--- config.mk ---
export PLATFORM = sky130hd
export DESIGN_NAME = pwroff_notify_ctrl
export DESIGN_NICKNAME = d
export VERILOG_FILES = /design/src/rtl/pwroff_pkg.sv /design/src/rtl/pn_wr_decode.sv /design/src/rtl/pn_busy_timer.sv /design/src/rtl/pwroff_notify_ctrl.sv
export SDC_FILE = /design/constraint.sdc
export NUM_CORES = 1
export LEC_CHECK = 0
export ABC_CLOCK_PERIOD_IN_PS = 5650
export BUFFER_PORTS_ARGS = -buffer_cell sky130_fd_sc_hd__buf_2
export CAP_MARGIN = 20
export CORE_MARGIN = 2
export CORE_UTILIZATION = 40
export DETAILED_ROUTE_END_ITERATION = 7
export PLACE_DENSITY = 0.72
export SETUP_SLACK_MARGIN = 0.2
export SYNTH_ARGS = -nofsm -noshare
export SYNTH_HDL_FRONTEND = slang
export SYNTH_SLANG_ARGS = --single-unit
--- constraint.sdc ---
create_clock -name clk_i -period 5.65 [get_ports clk_i]
set_input_delay 0.2825 -clock clk_i [delete_from_list [all_inputs] [get_ports clk_i]]
set_output_delay 0.2825 -clock clk_i [all_outputs]
set_load 0.02 [all_outputs]
--- src/rtl/pwroff_pkg.sv ---
package pwroff_pkg;
  typedef enum logic [7:0] {
    PN_NONE  = 8'h00,
    PN_ON    = 8'h01,
    PN_SHORT = 8'h02,
    PN_LONG  = 8'h03,
    PN_SLEEP = 8'h04
  } pn_code_e;

  localparam logic [7:0] PN_MAX_CODE = 8'h04;

  function automatic logic pn_is_notify(input logic [7:0] c);
    return (c == PN_SHORT) || (c == PN_LONG) || (c == PN_SLEEP);
  endfunction

  function automatic int unsigned pn_max3(input int unsigned a, input int unsigned b,
                                          input int unsigned c);
    int unsigned m;
    m = (a > b) ? a : b;
    return (m > c) ? m : c;
  endfunction
endpackage

--- src/rtl/pn_wr_decode.sv ---
module pn_wr_decode
  import pwroff_pkg::*;
(
  input  logic [7:0] cur_i,
  input  logic [7:0] data_i,
  output logic       accept_o,
  output logic       start_o,
  output logic       err_o
);
  // only consulted while the current code is 0x00 or 0x01
  always_comb begin
    accept_o = 1'b0;
    start_o  = 1'b0;
    err_o    = 1'b0;
    if (data_i > PN_MAX_CODE) begin
      err_o = 1'b1;
    end else if (data_i == PN_NONE) begin
      if (cur_i != PN_NONE) err_o = 1'b1;
      else accept_o = 1'b1;
    end else if (data_i == PN_ON) begin
      accept_o = 1'b1;
    end else if (cur_i == PN_ON) begin
      accept_o = 1'b1;
      start_o  = 1'b1;
    end else begin
      err_o = 1'b1;
    end
  end
endmodule

--- src/rtl/pn_busy_timer.sv ---
module pn_busy_timer #(
  parameter int unsigned CW = 8
) (
  input  logic          clk_i,
  input  logic          rst_ni,
  input  logic          start_i,
  input  logic          stop_i,
  input  logic [CW-1:0] limit_i,
  output logic          busy_o,
  output logic          expire_o
);
  logic          busy_q;
  logic [CW-1:0] cnt_q;
  logic          at_end;

  assign at_end   = (cnt_q == limit_i - CW'(1));
  assign expire_o = busy_q && !start_i && !stop_i && at_end;
  assign busy_o   = busy_q;

  always_ff @(posedge clk_i or negedge rst_ni) begin
    if (!rst_ni) begin
      busy_q <= 1'b0;
      cnt_q  <= '0;
    end else if (start_i) begin
      busy_q <= 1'b1;
      cnt_q  <= '0;
    end else if (busy_q) begin
      if (stop_i || at_end) busy_q <= 1'b0;
      else cnt_q <= cnt_q + CW'(1);
    end
  end

  a_r6_cnt_in_window: assert property (@(posedge clk_i) disable iff (!rst_ni)
    busy_q |-> (cnt_q < limit_i));

  a_r6_expire_ends_busy: assert property (@(posedge clk_i) disable iff (!rst_ni)
    expire_o |=> !busy_q);
endmodule

--- src/rtl/pwroff_notify_ctrl.sv ---
module pwroff_notify_ctrl
  import pwroff_pkg::*;
#(
  parameter int unsigned SHORT_LIMIT = 64,
  parameter int unsigned LONG_LIMIT  = 1024,
  parameter int unsigned SLEEP_LIMIT = 256
) (
  input  logic       clk_i,
  input  logic       rst_ni,
  input  logic       wr_valid_i,
  input  logic [7:0] wr_data_i,
  input  logic       cmd_i,
  input  logic       hpi_i,
  input  logic       sleep_enter_i,
  input  logic       sleep_exit_i,
  input  logic       flush_done_i,
  output logic [7:0] code_o,
  output logic       busy_o,
  output logic       switch_err_o,
  output logic       sleep_rej_o,
  output logic       asleep_o,
  output logic       timeout_o
);
  localparam int unsigned MAX_LIM = pn_max3(SHORT_LIMIT, LONG_LIMIT, SLEEP_LIMIT);
  localparam int unsigned CW      = $clog2(MAX_LIM + 1);

  logic [7:0]    code_q, code_d;
  logic          asleep_q, err_q, rej_q, tmo_q;
  logic          busy, expire;
  logic          revert, wake, sleep_ok, sleep_go, sleep_bad, wr_live;
  logic          dec_accept, dec_start, dec_err;
  logic [CW-1:0] limit;

  always_comb begin
    unique case (code_q)
      PN_SHORT: limit = CW'(SHORT_LIMIT);
      PN_LONG:  limit = CW'(LONG_LIMIT);
      default:  limit = CW'(SLEEP_LIMIT);
    endcase
  end

  assign wake      = asleep_q && sleep_exit_i;
  assign revert    = !asleep_q && pn_is_notify(code_q) &&
                     (cmd_i || wr_valid_i || (hpi_i && busy));
  assign sleep_ok  = !asleep_q && !revert && !busy &&
                     ((code_q == PN_ON) || (code_q == PN_SLEEP));
  assign sleep_go  = sleep_enter_i && sleep_ok;
  assign sleep_bad = sleep_enter_i && !asleep_q && !revert && !sleep_ok;
  assign wr_live   = wr_valid_i && !asleep_q && !revert && !sleep_enter_i;

  pn_wr_decode u_dec (
    .cur_i    (code_q),
    .data_i   (wr_data_i),
    .accept_o (dec_accept),
    .start_o  (dec_start),
    .err_o    (dec_err)
  );

  pn_busy_timer #(.CW(CW)) u_tmr (
    .clk_i    (clk_i),
    .rst_ni   (rst_ni),
    .start_i  (wr_live && dec_start),
    .stop_i   (revert || flush_done_i),
    .limit_i  (limit),
    .busy_o   (busy),
    .expire_o (expire)
  );

  always_comb begin
    code_d = code_q;
    if (wake || revert)            code_d = PN_ON;
    else if (wr_live && dec_accept) code_d = wr_data_i;
  end

  always_ff @(posedge clk_i or negedge rst_ni) begin
    if (!rst_ni) begin
      code_q   <= PN_NONE;
      asleep_q <= 1'b0;
      err_q    <= 1'b0;
      rej_q    <= 1'b0;
      tmo_q    <= 1'b0;
    end else begin
      code_q   <= code_d;
      err_q    <= wr_live && dec_err;
      rej_q    <= sleep_bad;
      if (expire) tmo_q <= 1'b1;
      if (sleep_go)  asleep_q <= 1'b1;
      else if (wake) asleep_q <= 1'b0;
    end
  end

  assign code_o       = code_q;
  assign busy_o       = busy;
  assign switch_err_o = err_q;
  assign sleep_rej_o  = rej_q;
  assign asleep_o     = asleep_q;
  assign timeout_o    = tmo_q;

  a_r5_busy_needs_notify: assert property (@(posedge clk_i) disable iff (!rst_ni)
    busy_o |-> pn_is_notify(code_o));

  a_r3_err_keeps_code: assert property (@(posedge clk_i) disable iff (!rst_ni)
    switch_err_o |-> (code_o == $past(code_o)));

  a_r6_timeout_sticky: assert property (@(posedge clk_i) disable iff (!rst_ni)
    timeout_o |=> timeout_o);

  a_r10_wake_code: assert property (@(posedge clk_i) disable iff (!rst_ni)
    $fell(asleep_o) |-> (code_o == PN_ON));

  a_r10_no_busy_asleep: assert property (@(posedge clk_i) disable iff (!rst_ni)
    asleep_o |-> !busy_o);

  a_r1_code_range: assert property (@(posedge clk_i) disable iff (!rst_ni)
    code_o <= PN_MAX_CODE);

  a_r9_rej_keeps_sleep: assert property (@(posedge clk_i) disable iff (!rst_ni)
    sleep_rej_o |-> (asleep_o == $past(asleep_o)));
endmodule

==> run metrics, run 1 <==
Net Count, Synth=156; number of max-cap violations=0; setup TNS=0 ps; count of yosys warnings during synthesis=0; Total Routed Length=3020 µm; DRC viols=0; post-detailed-placement cell area=0.00152 mm²; Final Setup Violations=0; internal reg-to-reg setup slack=3370 ps; run status=finished clean; net switching power of the design=77.4 µW; Clock H-tree levels=1; CORE AREA=0.00328 mm²; total gr overflow=0; ratio of total power to cell area=188 mW/mm²; Simple-Gate Fraction of Synth Area=31.7%; switching share of total power=26.6%; slew at the pin with the worst max-slew slack=696 ps; cell area after layout=0.00155 mm²; fraction of power consumed by the clock network=26.4%; global-route usage over all layers=16.9%; Max Freq=439 MHz; post-synthesis register bit count=24; Worst R2R End=u_tmr.cnt_q[10]; data required time at the worst endpoint=5910 ps; relative max-transition margin=53.6%; latest clock arrival within the worst-skew pair=330 ps; Crit Path Class=register to register; Synth Area in Adders=0.923%; Die ar.=0.00387 mm²; share of synthesized area occupied by flip-flops and latches=44.3%; multi-input combinational cell area=707 µm²; number of antenna violations at the first check in global routing=0; Final Max Tran Viols=0; largest clock skew in the final design=9.52 ps; port bufs=28; part of the total power dissipated in combinational logic=11.8%; Die Ht=62.2 µm; proportion of layout cells with a drive suffix above 1=24.0%; flip-flop cell with the highest count after synthesis=sky130_fd_sc_hd__dfrtp_1; starting density of the core=41.3%; startpoint types=register; period utilisation layout=40.3%; number of enable flip-flop cells after synthesis=0; number of iterations in the first detailed-routing pass=4; half-perimeter wire length after detailed placement=2230 µm; Syn Std Cell Area=0.00136 mm²; Routed WL per cell=14.2 µm; Hold WC Path Type=input port to register; Final Hold Vio Count=0; signal arrival time at the worst endpoint=2530 ps; # nets final=186; startpoint of the worst setup timing path=code_o[2]; TritonCTS clock tree=yes; routability cong.=0.781; time the final worst path needs with I/O delays and setup=2280 ps; Sink Count=24; distinct cell type count after synthesis=44; number of rows created at floorplan=21; synthesized instance count=139; internal power consumption=214 µW; FF-to-FF Start=code_o[2]; area of all sequential standard cells=601 µm²; unrepaired setup endpoints after global routing=no; total of hold buffers inserted after clock tree synthesis=1; ratio of routed vias to standard cells=5.61; number of buffers inserted during clock tree synthesis=3; maximum number of pins on one net before global-route repair=25; initial drt markers=65; boundary pin count=29; Max IR drop VDD=0.0000973 V; Reg power frac=61.7%; capture point of the worst path=u_tmr.cnt_q[10]; clock-pin slew on the worst setup and hold paths=130 ps; Post-CTS Setup Bufs=0; antenna cells=0; syn_area_per_cell=9.75 µm²; capturing element type of the critical path=register; path depth of the worst reg2reg path=6; Clock Tree Root=sky130_fd_sc_hd__clkbuf_4; share of synthesized area spent on multiplexers=0.739%; Crit Path Max Fanout=22; total leakage power=0.000745 µW; fill cell total of the finished layout=323; fraction of synthesized cell area in xor and xnor cells=1.29%; Clock Path Buffers=2; fraction of the mapped netlist area in compound gates=17.5%; area growth from synthesis to final layout=14.6%; post-synthesis async set-or-reset flop share=100%; global-route wire length before repair=5380 µm; dominant combinational cell family by area after synthesis=simple AND/OR/NAND/NOR gates; total vias in the final route=1195; number of global-route vias before repair=1191; horizontal extent of the die=62.2 µm; number of resized instances in the post-cts repair step=0; number of antenna-violating nets in the routed design=0
-- worst max-delay path, cell delays in order, from the launching register on --
cell and delay (ps):
sky130_fd_sc_hd__dfrtp_1 550, sky130_fd_sc_hd__nor3b_1 220, sky130_fd_sc_hd__o211a_1 250, sky130_fd_sc_hd__a21oi_1 240
sky130_fd_sc_hd__o21ai_2 260, sky130_fd_sc_hd__or4_1 520, sky130_fd_sc_hd__a21oi_1 160
-- Yosys cell counts, drive strengths merged (4+ instances only) --
cell	instances	area share [%]
a21oi	11	4.1
and3	6	2.8
buf	4	2.4
dfrtp	24	44
inv	4	1.1
nand2	12	3.3
nand3	5	1.8
nor2	10	2.8
nor3	6	2.2
o21ai	10	4.2
or3	7	3.2
-- sequential cells by signal, indices dropped and copies added, names as in the netlist --
| register | count |
|---|---|
| code_o | 8 |
| switch_err_o | 1 |
| timeout_o | 1 |
| u_tmr.busy_o | 1 |
| u_tmr.cnt_q | 11 |
| sleep_rej_o | 1 |
| asleep_o | 1 |
-- routing by layer --
metal / track usage (%) / share of wire (%) / vias to the layer above
met5: 0 / 0 / -
met4: 6.39 / 1.6 / 0
met3: 2.36 / 3.8 / 5
met2: 28.5 / 49 / 29
met1: 22.1 / 46 / 584
li1: - / - / 577
-- metrics by stage --
| stage | utilization, % | hold slack (ps) | instances | total power [µW] | setup WS, ps |
|---|---|---|---|---|---|
| final | 47.3 | 166 | 213 | 291 | 3370 |
| after global placement | 46.3 | 290 | 209 | 216 | 3510 |
| after floorplan | - | -13.1 | 139 | 201 | 3610 |
| after global routing | 47.3 | 166 | 213 | 308 | 3170 |
| after detailed placement | 46.3 | 308 | 209 | 217 | 3400 |
| after CTS | 47.3 | 161 | 213 | 293 | 3380 |
-- cell families (layout without fill, tap and decap cells) --
kind of cell / count (synthesis) / after routing
AOI/OAI and AO/OA: 34 / 34
DFF: 24 / 24
buffers and inverters: 8 / 36
xor gates and xnor gates: 2 / 2
muxes: 1 / 1
and+or+nand+nor: 69 / 69
adders and majority gates: 1 / 1
-- how the worst min path moves through the flow --
stage	from	to	slack, ps	cells after the start
detailed placement	rst_ni	u_tmr.cnt_q[3]	310	1
global placement	rst_ni	u_tmr.cnt_q[3]	290	1
floorplan	rst_ni	asleep_o	-10	0
finish	sleep_exit_i	asleep_o	170	2
global route	sleep_exit_i	asleep_o	170	2
CTS	sleep_exit_i	asleep_o	160	2
-- placed cells by master (no fill, tap or decap), types with 2 or more instances in the layout --
master,count
sky130_fd_sc_hd__and2_1,2
sky130_fd_sc_hd__nand3_1,5
sky130_fd_sc_hd__nor2_1,10
sky130_fd_sc_hd__or3_1,7
sky130_fd_sc_hd__o21ai_2,2
sky130_fd_sc_hd__and4_1,2
sky130_fd_sc_hd__o31ai_1,2
sky130_fd_sc_hd__inv_1,4
sky130_fd_sc_hd__nand2_1,12
sky130_fd_sc_hd__nor3b_1,3
sky130_fd_sc_hd__clkbuf_4,3
sky130_fd_sc_hd__dfrtp_1,24
sky130_fd_sc_hd__a21oi_1,11
sky130_fd_sc_hd__or4_1,3
sky130_fd_sc_hd__and3_1,6
sky130_fd_sc_hd__o21ai_0,7
sky130_fd_sc_hd__nor3_1,6
sky130_fd_sc_hd__buf_2,28
sky130_fd_sc_hd__nor4_4,2
sky130_fd_sc_hd__nand4b_1,2
sky130_fd_sc_hd__nor2b_1,2
-- power groups by stage --
stage                     logic, µW  registers [µW]  clock network, µW
after floorplan                15.4             186                  0
after global placement         32.9             183                  0
after detailed placement       34.3             183                  0
after CTS                      34.9             180               78.8
after global routing           38.8             180               88.8
final                          34.5             180               77.0
-- area by class of cell --
cell class | instances | share of cell area [%]
Clock buffer | 3 | 1.45
Sequential cell | 24 | 38.7
Tap cell | 46 | 3.71
Timing Repair Buffer | 29 | 9.67
Inverter | 4 | 0.967
Multi-Input combinational cell | 107 | 45.5
Power figures use the tool's default switching activity.
==> inputs of run 2 (changes only) <==
--- a/config.mk
+++ b/config.mk
@@ -5,13 +5,13 @@
 export SDC_FILE = /design/constraint.sdc
 export NUM_CORES = 1
 export LEC_CHECK = 0
-export ABC_CLOCK_PERIOD_IN_PS = 5650
+export ABC_CLOCK_PERIOD_IN_PS = 2000
 export BUFFER_PORTS_ARGS = -buffer_cell sky130_fd_sc_hd__buf_2
 export CAP_MARGIN = 20
 export CORE_MARGIN = 2
 export CORE_UTILIZATION = 40
 export DETAILED_ROUTE_END_ITERATION = 7
-export PLACE_DENSITY = 0.72
+export PLACE_DENSITY = 0.74
 export SETUP_SLACK_MARGIN = 0.2
 export SYNTH_ARGS = -nofsm -noshare
 export SYNTH_HDL_FRONTEND = slang
==> constraint.sdc (replaced) <==
create_clock -name clk_i -period 2 [get_ports clk_i]
set_input_delay 0.1 -clock clk_i [delete_from_list [all_inputs] [get_ports clk_i]]
set_output_delay 0.1 -clock clk_i [all_outputs]
set_load 0.02 [all_outputs]
==> run 2 against run 1 <==
Compared with the run above: the run now ends with setup timing left; first-iteration DRC count shrank 9.2%; power grew to 3.4 times the previous value; largest cell class unchanged; global-route usage grew 1.6 points; utilization grew 13 points; sequential share of layout area shrank 8.2 points; cell area grew 28%.
==> run metrics, run 2 (synthesized netlist as in run 1, its figures left out) <==
run status=finished, violations left; failing checks=setup timing; end point of the most critical hold path=code_o[1]; global-route usage over all layers=18.5%; beginning of the worst hold path=wr_data_i[1]; # nets final=212; TritonCTS clock tree=yes; Clock H-tree levels=1; Reg power frac=51.1%; internal reg-to-reg setup slack=-100 ps; post-detailed-placement cell area=0.00165 mm²; signal arrival time at the worst endpoint=2380 ps; met2 Use GR=30.8%; count of cells along the worst hold path=2; cells along the critical path=nor2b_2 > buf_4 > and4_1 > o21ai_2 > o21ai_4 > or4_4 > a21oi_2; ratio of total power to cell area=499 mW/mm²; Worst path slowest cell=sky130_fd_sc_hd__or4_4; most common library cell in the layout ignoring fill and taps=sky130_fd_sc_hd__buf_2; Clock Tree Root=sky130_fd_sc_hd__clkbuf_4; Total Power=990 µW; CORE AREA=0.00328 mm²; latest clock arrival within the worst-skew pair=340 ps; proportion of layout cells with a drive suffix above 1=52.6%; area growth from synthesis to final layout=46.4%; period utilisation layout=105%; Routed WL per cell=15.0 µm; antenna cells=0; horizontal extent of the die=62.2 µm; routability cong.=0.809; data required time at the worst endpoint=2280 ps; port bufs=28; DRC viols=0; Clock Path Buffers=2; number of flip-flops under the largest register name=11; Max IR drop VDD=0.000471 V; number of antenna violations at the first check in global routing=0; ratio of routed vias to standard cells=5.53; maximum number of pins on one net before global-route repair=25; Crit Path Class=register to register; Cell Count, Final, Fillers Out=240; global-route wire length before repair=5840 µm; cell area after layout=0.00198 mm²; final hold slack=42.6 ps; setup slack after layout=-101 ps; starting density of the core=41.3%; internal power consumption=749 µW; half-perimeter wire length after detailed placement=2350 µm; boundary pin count=29; register bank with the most flops=u_tmr.cnt_q; number of buffers inserted during clock tree synthesis=3; unrepaired setup endpoints after global routing=yes; peak-usage layer in the global routing report=met2; number of antenna-violating nets in the routed design=0; Crit path largest cell delay=500 ps; switching share of total power=24.4%; number of global-route vias before repair=1301; initial drt markers=59; met1 Track Usage GR=23.4%; Max Freq=476 MHz; fraction of power consumed by the clock network=36.9%; number of max-cap violations=0; slew at the pin with the worst max-slew slack=527 ps; number of iterations in the first detailed-routing pass=4; total gr overflow=0; count of placed standard cells including taps=226; number of rows created at floorplan=21; commonest cells after routing, fill and taps aside=28 x sky130_fd_sc_hd__buf_2, 21 x sky130_fd_sc_hd__dfrtp_1, 15 x sky130_fd_sc_hd__buf_4; Crit Path Max Fanout=7; clock-pin slew on the worst setup and hold paths=150 ps; part of the total power dissipated in combinational logic=12.0%; GRT met3 Usage=5.62%; Die ar.=0.00387 mm²; Final Setup Violations=12; path depth of the worst reg2reg path=7; Die Ht=62.2 µm; capturing element type of the critical path=register; time the final worst path needs with I/O delays and setup=2100 ps; fill cell total of the finished layout=262; relative max-transition margin=64.8%; Final Max Tran Viols=0; FF-to-FF Start=code_o[1]; top flop regs=u_tmr.cnt_q: 11 flops, code_o: 8 flops; Total Routed Length=3600 µm; Hold WC Path Type=input port to register; Post-Route Utilization=60.4%; net switching power of the design=241 µW; Sink Count=24; total vias in the final route=1327; largest clock skew in the final design=18.2 ps; Final Hold Vio Count=0; total leakage power=0.000894 µW; startpoint types=register; Worst R2R End=u_tmr.cnt_q[10]
[run 2: cell types whose count changed in the layout (fill, tap and decap cells not counted), sizes merged]
cell	previous run	this run
dlygate4sd3	1	3
o21ai	10	11
buf	28	51
bufinv	0	1
[run 2: per-layer routing]
metal	wire length, µm	vias to the layer above
li1	-	630
met1	1510	652
met2	1860	41
met3	205	4
met4	20	0
met5	0	-
[run 2: power by group through the flow]
stage | Sequential (µW) | Clock (µW) | Combinational, µW
floorplan | 525 | 0 | 43.7
global placement | 514 | 0 | 103
detailed placement | 515 | 0 | 106
CTS | 506 | 371 | 116
global route | 508 | 393 | 132
finish | 506 | 365 | 119
[run 2: repair_timing]
action,4_1_cts,5_1_grt
hold endpoints to repair,26,0
setup buffers,4,2
setup endpoints to repair,21,23
cloned,1,0
pin swaps,17,11
hold buffers,3,0
resized for setup,19,30
[run 2: worst max path at each step]
stage	start	endpoint	slack [ps]
final	code_o[1]	u_tmr.cnt_q[10]	-100
after floorplan	code_o[6]	code_o[2]	-8
after CTS	code_o[5]	code_o[2]	-50
after global routing	code_o[6]	u_tmr.cnt_q[10]	-220
after global placement	code_o[6]	code_o[2]	4
after detailed placement	code_o[6]	code_o[2]	-60
[run 2: cell type report]
| cell class | count | area (µm²) | area share [%] |
|---|---|---|---|
| Clock buffer | 3 | 22.5 | 1.13 |
| Clock inverter | 1 | 30.0 | 1.51 |
| Inverter | 4 | 15.0 | 0.757 |
| Multi-Input combinational cell | 108 | 882 | 44.5 |
| Sequential cell | 24 | 604 | 30.5 |
| Tap cell | 46 | 57.6 | 2.90 |
| Timing Repair Buffer | 54 | 373 | 18.8 |
[run 2: stage by stage]
stage	setup WS [ps]	setup TNS [ps]
floorplan	-8.02	-8.02
global placement	4.06	0
detailed placement	-63.8	-165
CTS	-53.1	-217
global route	-219	-2450
finish	-101	-666
[run 2: worst max-delay path, delay by kind of cell (launching register included)]
kind            cells  cell delay [ps]
compound gates      3              580
buf+inv             1              130
flops               1              470
simple gates        3              850
